--- src/rtl/lcd_exec_pkg.sv ---
package lcd_exec_pkg;

   typedef enum logic [3:0] {
      OP_NOP   = 4'd0,
      OP_CLEAR = 4'd1,
      OP_HOME  = 4'd2,
      OP_ENTRY = 4'd3,
      OP_DISP  = 4'd4,
      OP_SHIFT = 4'd5,
      OP_FUNC  = 4'd6,
      OP_SETCG = 4'd7,
      OP_SETDD = 4'd8
   } op_e;

   localparam logic [7:0] BLANK_CODE = 8'h20;

   // one step up or down inside [0, m-1], wrapping at both ends
   function automatic logic [7:0] step_mod(input logic [7:0] v, input logic up,
                                           input logic [7:0] m);
      if (up)
         return (v + 8'd1 >= m) ? 8'd0 : v + 8'd1;
      else
         return (v == 8'd0 || v >= m) ? m - 8'd1 : v - 8'd1;
   endfunction

endpackage

--- src/rtl/lcd_op_decode.sv ---
module lcd_op_decode
   import lcd_exec_pkg::*;
(
   input  logic [7:0] code,
   output op_e        op
);

   // highest set bit wins: later iterations overwrite earlier ones
   always_comb begin
      op = OP_NOP;
      for (int i = 0; i < 8; i++) begin
         if (code[i]) op = op_e'(4'(i + 1));
      end
   end

   always_comb begin
      // an all-zero byte never decodes to an operation
      a_nop_zero_r2: assert (code != 8'h00 || op == OP_NOP);
   end

endmodule

--- src/rtl/lcd_busy_timer.sv ---
module lcd_busy_timer #(
   parameter int LONG_CYC  = 886,
   parameter int SHORT_CYC = 22
) (
   input  logic clk,
   input  logic rst_n,
   input  logic start,
   input  logic long_sel,
   output logic busy
);

   localparam int CW = $clog2(LONG_CYC + 1);

   logic [CW-1:0] cnt;

   initial begin
      a_cfg_cycles: assert (SHORT_CYC >= 1 && LONG_CYC >= SHORT_CYC)
         else $error("busy window parameters out of range");
   end

   always_ff @(posedge clk) begin
      if (!rst_n)
         cnt <= '0;
      else if (start)
         cnt <= long_sel ? CW'(LONG_CYC) : CW'(SHORT_CYC);
      else if (cnt != '0)
         cnt <= cnt - 1'b1;
   end

   assign busy = (cnt != '0);

   // busy follows an accepted transfer in the next cycle
   p_busy_rise_r12: assert property (@(posedge clk) disable iff (!rst_n)
      start |=> busy);

   // the owner never starts a transfer while busy
   p_start_idle_r13: assert property (@(posedge clk) disable iff (!rst_n)
      start |-> !busy);

endmodule

--- src/rtl/lcd_clear_seq.sv ---
module lcd_clear_seq #(
   parameter int DEPTH = 80,
   parameter int AW    = 7
) (
   input  logic          clk,
   input  logic          rst_n,
   input  logic          start,
   output logic          we,
   output logic [AW-1:0] addr
);

   logic          active;
   logic [AW-1:0] idx;

   always_ff @(posedge clk) begin
      if (!rst_n) begin
         active <= 1'b0;
         idx    <= '0;
      end else if (start) begin
         active <= 1'b1;
         idx    <= '0;
      end else if (active) begin
         if (idx == AW'(DEPTH - 1))
            active <= 1'b0;
         else
            idx <= idx + 1'b1;
      end
   end

   assign we   = active;
   assign addr = idx;

   // sweep stays inside the display RAM
   p_clear_range_r3: assert property (@(posedge clk) disable iff (!rst_n)
      active |-> (idx < AW'(DEPTH)));

   // sweep is not cut short before the last address
   p_clear_cont_r3: assert property (@(posedge clk) disable iff (!rst_n)
      (active && idx != AW'(DEPTH - 1)) |=> active);

endmodule

--- src/rtl/lcd_instr_exec.sv ---
module lcd_instr_exec
   import lcd_exec_pkg::*;
#(
   parameter int   DD_DEPTH   = 80,
   parameter int   CG_DEPTH   = 64,
   parameter int   BUSY_LONG  = 886,
   parameter int   BUSY_SHORT = 22,
   localparam int  DD_AW      = $clog2(DD_DEPTH),
   localparam int  CG_AW      = $clog2(CG_DEPTH)
) (
   input  logic             clk,
   input  logic             rst_n,
   input  logic             host_valid,
   input  logic             host_rs,
   input  logic             host_rw,
   input  logic [7:0]       host_byte,
   output logic             busy,
   output logic [DD_AW-1:0] ac,
   output logic             target_cg,
   output logic             disp_on,
   output logic             cursor_on,
   output logic             blink_on,
   output logic             entry_inc,
   output logic             entry_shift,
   output logic             bus_8bit,
   output logic             two_line,
   output logic             font_tall,
   output logic [DD_AW-1:0] shift_ofs,
   output logic             dd_we,
   output logic             dd_re,
   output logic [DD_AW-1:0] dd_addr,
   output logic [7:0]       dd_wdata,
   output logic             cg_we,
   output logic             cg_re,
   output logic [CG_AW-1:0] cg_addr,
   output logic [7:0]       cg_wdata
);

   localparam int LINE_LEN = DD_DEPTH / 2;

   initial begin
      a_cfg_depth: assert (DD_DEPTH <= 128 && DD_DEPTH >= 2 && CG_DEPTH <= 64
                           && DD_AW >= CG_AW && BUSY_LONG >= DD_DEPTH)
         else $error("depth parameters out of range");
   end

   // ---------------- decode and acceptance ----------------
   op_e  op;
   logic acc_data, acc_instr, start, long_sel, clr_start;

   lcd_op_decode u_dec (.code(host_byte), .op(op));

   assign acc_data  = host_valid && !busy && host_rs;
   assign acc_instr = host_valid && !busy && !host_rs && !host_rw && (op != OP_NOP);
   assign start     = acc_data || acc_instr;
   assign long_sel  = acc_instr && (op == OP_CLEAR || op == OP_HOME);
   assign clr_start = acc_instr && (op == OP_CLEAR);

   lcd_busy_timer #(.LONG_CYC(BUSY_LONG), .SHORT_CYC(BUSY_SHORT)) u_busy (
      .clk(clk), .rst_n(rst_n), .start(start), .long_sel(long_sel), .busy(busy));

   logic             clr_we;
   logic [DD_AW-1:0] clr_addr;

   lcd_clear_seq #(.DEPTH(DD_DEPTH), .AW(DD_AW)) u_clr (
      .clk(clk), .rst_n(rst_n), .start(clr_start), .we(clr_we), .addr(clr_addr));

   // ---------------- display address load variant ----------------
   logic [DD_AW-1:0] dd_load;

   if (DD_DEPTH == (1 << DD_AW)) begin : g_dd_pow2
      assign dd_load = host_byte[DD_AW-1:0];
   end else begin : g_dd_mod
      logic [7:0] raw;
      assign raw     = {1'b0, host_byte[6:0]};
      assign dd_load = DD_AW'(raw % 8'(DD_DEPTH));
   end

   // ---------------- stepping helpers ----------------
   logic [7:0] ac_mod, ofs_mod;
   assign ac_mod  = target_cg ? 8'(CG_DEPTH) : 8'(DD_DEPTH);
   assign ofs_mod = two_line  ? 8'(LINE_LEN) : 8'(DD_DEPTH);

   // ---------------- state ----------------
   logic             dd_we_q, dd_re_q, cg_we_q, cg_re_q;
   logic [DD_AW-1:0] ram_addr_q;
   logic [7:0]       wdata_q;

   always_ff @(posedge clk) begin
      if (!rst_n) begin
         ac          <= '0;
         target_cg   <= 1'b0;
         disp_on     <= 1'b0;
         cursor_on   <= 1'b0;
         blink_on    <= 1'b0;
         entry_inc   <= 1'b1;
         entry_shift <= 1'b0;
         bus_8bit    <= 1'b1;
         two_line    <= 1'b0;
         font_tall   <= 1'b0;
         shift_ofs   <= '0;
         dd_we_q     <= 1'b0;
         dd_re_q     <= 1'b0;
         cg_we_q     <= 1'b0;
         cg_re_q     <= 1'b0;
         ram_addr_q  <= '0;
         wdata_q     <= '0;
      end else begin
         dd_we_q <= 1'b0;
         dd_re_q <= 1'b0;
         cg_we_q <= 1'b0;
         cg_re_q <= 1'b0;
         if (acc_data) begin
            ram_addr_q <= ac;
            wdata_q    <= host_byte;
            dd_we_q    <= !target_cg && !host_rw;
            dd_re_q    <= !target_cg &&  host_rw;
            cg_we_q    <=  target_cg && !host_rw;
            cg_re_q    <=  target_cg &&  host_rw;
            ac         <= DD_AW'(step_mod(8'(ac), entry_inc, ac_mod));
            if (entry_shift && !target_cg)
               shift_ofs <= DD_AW'(step_mod(8'(shift_ofs), entry_inc, ofs_mod));
         end else if (acc_instr) begin
            case (op)
               OP_CLEAR, OP_HOME: begin
                  ac        <= '0;
                  target_cg <= 1'b0;
                  shift_ofs <= '0;
               end
               OP_ENTRY: begin
                  entry_inc   <= host_byte[1];
                  entry_shift <= host_byte[0];
               end
               OP_DISP: begin
                  disp_on   <= host_byte[2];
                  cursor_on <= host_byte[1];
                  blink_on  <= host_byte[0];
               end
               OP_SHIFT: begin
                  if (host_byte[3])
                     shift_ofs <= DD_AW'(step_mod(8'(shift_ofs), !host_byte[2], ofs_mod));
                  else
                     ac <= DD_AW'(step_mod(8'(ac), host_byte[2], ac_mod));
               end
               OP_FUNC: begin
                  bus_8bit  <= host_byte[4];
                  two_line  <= host_byte[3];
                  font_tall <= host_byte[2];
               end
               OP_SETCG: begin
                  target_cg <= 1'b1;
                  ac        <= DD_AW'(host_byte[CG_AW-1:0]);
               end
               OP_SETDD: begin
                  target_cg <= 1'b0;
                  ac        <= dd_load;
               end
               default: ;
            endcase
         end
      end
   end

   // ---------------- RAM ports ----------------
   assign dd_we    = dd_we_q || clr_we;
   assign dd_re    = dd_re_q;
   assign dd_addr  = clr_we ? clr_addr : ram_addr_q;
   assign dd_wdata = clr_we ? BLANK_CODE : wdata_q;
   assign cg_we    = cg_we_q;
   assign cg_re    = cg_re_q;
   assign cg_addr  = ram_addr_q[CG_AW-1:0];
   assign cg_wdata = wdata_q;

   // at most one RAM strobe per cycle
   p_one_strobe_r7: assert property (@(posedge clk) disable iff (!rst_n)
      $onehot0({dd_we, dd_re, cg_we, cg_re}));

   // nothing visible changes across a busy cycle
   p_ignore_busy_r13: assert property (@(posedge clk) disable iff (!rst_n)
      busy |=> ($stable(ac) && $stable(target_cg) && $stable(shift_ofs)
                && $stable(disp_on) && $stable(entry_inc) && $stable(two_line)));

   // a display-RAM counter never leaves the RAM
   p_ac_range_r6: assert property (@(posedge clk) disable iff (!rst_n)
      !target_cg |-> (ac < DD_AW'(DD_DEPTH)));

   // the shift offset stays inside the display area
   p_ofs_range_r11: assert property (@(posedge clk) disable iff (!rst_n)
      shift_ofs < DD_AW'(DD_DEPTH));

   // a data transfer strobe appears only after an accepted transfer
   p_strobe_src_r12: assert property (@(posedge clk) disable iff (!rst_n)
      (dd_re || cg_we || cg_re) |-> busy);

endmodule

--- config.mk ---
export PLATFORM = sky130hd
export DESIGN_NAME = lcd_instr_exec
export DESIGN_NICKNAME = d
export VERILOG_FILES = /design/src/rtl/lcd_exec_pkg.sv /design/src/rtl/lcd_op_decode.sv /design/src/rtl/lcd_busy_timer.sv /design/src/rtl/lcd_clear_seq.sv /design/src/rtl/lcd_instr_exec.sv
export SDC_FILE = /design/constraint.sdc
export NUM_CORES = 1
export LEC_CHECK = 0
export ABC_AREA = 1
export BUFFER_PORTS_ARGS = -buffer_cell sky130_fd_sc_hd__buf_2
export CAP_MARGIN = 20
export CORE_MARGIN = 4
export CORE_UTILIZATION = 40
export DETAILED_ROUTE_END_ITERATION = 12
export HOLD_SLACK_MARGIN = 0.05
export SLEW_MARGIN = 25
export SYNTH_ARGS = -nofsm -noshare
export SYNTH_HDL_FRONTEND = slang
export SYNTH_HIERARCHICAL = 1
export SYNTH_SLANG_ARGS = --single-unit
--- constraint.sdc ---
create_clock -name clk -period 2.55 [get_ports clk]
set_input_delay 0.1275 -clock clk [delete_from_list [all_inputs] [get_ports clk]]
set_output_delay 0.1275 -clock clk [all_outputs]
set_load 0.01 [all_outputs]
==> impl_metrics.tcl <==
set metrics [dict create \
    status "finished, final reports clean" \
    endpoint_kind "flip-flop" \
    yosysMostFrequentCell "nand2_1" \
    seqCellArea_mm2 0.00122 \
    hold_violations 0 \
    clk_path_buf_depth 2 \
    core_area_mm2 0.0108 \
    critPathMaxFanout 10 \
    ys_types 48 \
    finalSetupTns_ps 0 \
    syn-num-nets 704 \
    grt_pass1_wl_um 20500 \
    multi_input_area_mm2 0.00272 \
    cts_root_buffer "clkbuf_8" \
    crit_required_ps 2780 \
    power.density_mw_per_mm2 632 \
    yosys.area.top_type "dfxtp_1" \
    hpwl_um 9730 \
    maxSlewHeadroom_pct 54.4 \
    synth-edff-count 0 \
    netlist.area_leader.share_pct 27.2 \
    combPwrFrac_pct 35.8 \
    critPathLaunchType "flip-flop" \
    hold_class "in2reg" \
    drt_first_iter_violations 234 \
    crit_slowest_cell "dfxtp_1" \
    synthTopCellsByArea "dfxtp_1, nand2_1, inv_1" \
    io_buffers 69 \
    worst-setup-path-type "reg2reg" \
    p_seq_share_pct 33.7 \
    hold_start "host_byte[5]" \
    cp_slowest_stage_delay_ps 350 \
    syn_area_per_cell_um2 6.56 \
    cts_buffers 9 \
    critPathTopFamily "simple AND/OR/NAND/NOR gates" \
    netSwitchingFraction_pct 37.8 \
    die-area_mm2 0.0128 \
    syn_to_final_growth_pct 20.2 \
    worstMarginPinSlew_ps 684 \
    fin_skew_ps 8.66 \
    min_period_over_period_pct 93.7 \
    power_mw 3.35 \
    die_h_um 113 \
    grt_max_degree 30 \
    r2r-start "u_busy/cnt[0]" \
    antenna_found_initial 0 \
    async_flop_share_pct 0 \
    clock_sinks 60 \
    antenna_cells 0 \
    clkLatencyLatePin_ps 340 \
    maxCapViolations 0 \
    postRouteWirelength_um 12400 \
    ys_warn_count 6 \
    drive_gt1_share_pct 26.1 \
    viasPerCell 5.02 \
    initial_utilization_pct 40.7 \
    fillers 1181 \
    cp_num_buf_inv 4 \
    syn_area_mm2 0.00441 \
    setup_viol 0 \
    vdd_drop_max_uv 520 \
    holdWs_ps 113 \
    arrival_ps 2620 \
    synth_commonest_cells "nand2_1, inv_1, nor2_1" \
    syn_inst 673 \
    die_w_um 113 \
    grt_pass1_vias 4332 \
    power_frac_clock_pct 30.4 \
    clk_pin_slew_worst_paths_ps 70 \
    wl_per_cell_um 13.7 \
    synth_flop_cell "dfxtp_1" \
    cts_tree "built" \
    cp_common_cell "nand2_4" \
    vias 4524 \
    htreeDepth 3 \
    drc 0 \
    p_sw_mw 1.27 \
    gr-usage-all-layers_pct 19.5 \
    crit_path_start "u_busy/cnt[0]" \
    p_int_mw 2.09 \
    ys_seq_area_share_pct 27.2 \
    drtPass1Iterations 6 \
    num_rows 38 \
    overflow 0 \
    max_freq_mhz 419 \
    final-max-slew-violation-count 0 \
    leakage_nw 2.54 \
    ioPinCount 70 \
    crit_chain "inv_2, ha_2, nand2_2, nor3_4, nand2_4, nor2_4, nand2_4, nand2_4, inv_4, nand2_1, nor2_1, nor2_2, nand2_4, inv_4, o21ai_1, a21o_1, inv_2, a21oi_2" \
    period_needed_ps 2390 \
    nets 787 \
    ys_seq_elements 60 \
    rsz0062_at_grt "yes" \
    routabilityCongestion 0.902 \
    ant_nets 0 \
]
-- stage by stage --
step | util, % | instance area, um2 | instances | setup WS (ps)
3_3_place_gp | 45.5 | 4940 | 880 | 50.2
2_1_floorplan | - | 4410 | 673 | 235
6_report | 48.9 | 5300 | 901 | 162
3_5_place_dp | 45.5 | 4940 | 880 | 72.8
4_1_cts | 47.8 | 5180 | 897 | 23.6
5_1_grt | 48.9 | 5300 | 901 | -10.6
-- cells by family (layout without fill, tap and decap cells) --
kind of cell	Yosys count	after routing	synth area share, %
flip-flops	60	60	27.2
buffers and inverters	130	218	12.6
adder cells (fa/ha/maj)	18	18	5.11
AO/OA/AOI/OAI	139	139	18.3
AND/OR/NAND/NOR	317	317	35.0
XOR/XNOR	9	9	1.79
-- worst paths after layout --
| path | endpoint | slack [ps] | cells past startpoint |
|---|---|---|---|
| max reg2reg | ac[6] | 160 | 18 |
| min | cg_wdata[5] | 110 | 3 |
| max | ac[6] | 160 | 18 |
| min reg2reg | font_tall | 450 | 2 |
-- state kept, by name (all words and copies together), names as in the netlist, 7 cells and up --
register and count:
ac 7, u_busy/cnt 10, shift_ofs 7, ram_addr_q 7, cg_wdata 8, u_clr/addr 7
-- area by class of cell --
class                           instances  share of cell area, %
Clock buffer                           11                   2.86
Clock inverter                          5                   1.58
Sequential cell                        60                   23.0
Inverter                              108                   7.79
Timing Repair Buffer                   94                   10.1
Multi-Input combinational cell        483                   51.3
Tap cell                              140                   3.30
-- layer usage --
layer | share of wire (%) | up-vias | GRT usage [%]
met1 | 46 | 2064 | 25.5
met2 | 47 | 103 | 32.5
met3 | 4.8 | 14 | 3.58
met5 | 0 | - | 0
met4 | 1.7 | 0 | 6.49
li1 | - | 2343 | -
-- power by group through the flow --
stage / clock network [mW] / logic (mW) / registers [mW]
floorplan: 0 / 0.893 / 1.14
global placement: 0 / 1.17 / 1.15
detailed placement: 0 / 1.18 / 1.15
CTS: 1.05 / 1.19 / 1.13
global route: 1.09 / 1.36 / 1.15
finish: 1.02 / 1.20 / 1.13
-- worst register-to-register path, stage by stage (launching register included) --
cell and delay [ps]:
dfxtp_1 350, inv_2 90, ha_2 210, nand2_2 110, nor3_4 230, nand2_4 80
nor2_4 170, nand2_4 130, nand2_4 130, inv_4 60, nand2_1 50, nor2_1 50
nor2_2 120, nand2_4 100, inv_4 90, o21ai_1 60, a21o_1 160, inv_2 50
a21oi_2 40
-- timing repair --
action                                 in CTS  in global routing
gates resized for setup                     0                 30
hold buffers                                1                  0
setup endpoints to repair                   0                 21
endpoints found under the hold margin       2                  0
setup buffers                               0                  4
-- cell usage in the layout (no fill, tap or decap), types with 3 or more instances in the layout --
cell type,synthesis,layout
a21oi_1,52,52
a21oi_2,6,5
buf_2,2,69
buf_4,8,24
clkbuf_8,0,11
dfxtp_1,60,52
dfxtp_2,0,4
dfxtp_4,0,4
ha_1,18,17
inv_1,89,88
inv_2,16,16
inv_4,2,3
nand2_1,118,117
nand2_2,7,7
nand2_4,7,8
nand3_1,51,49
nand3_2,7,7
nand3_4,1,3
nand4_1,11,11
nor2_1,82,79
nor2_2,8,10
nor2_4,7,8
nor3_1,8,8
o211ai_1,4,4
o21ai_0,53,51
o21ai_1,8,10
xor2_1,7,6
Power figures use the tool's default switching activity.
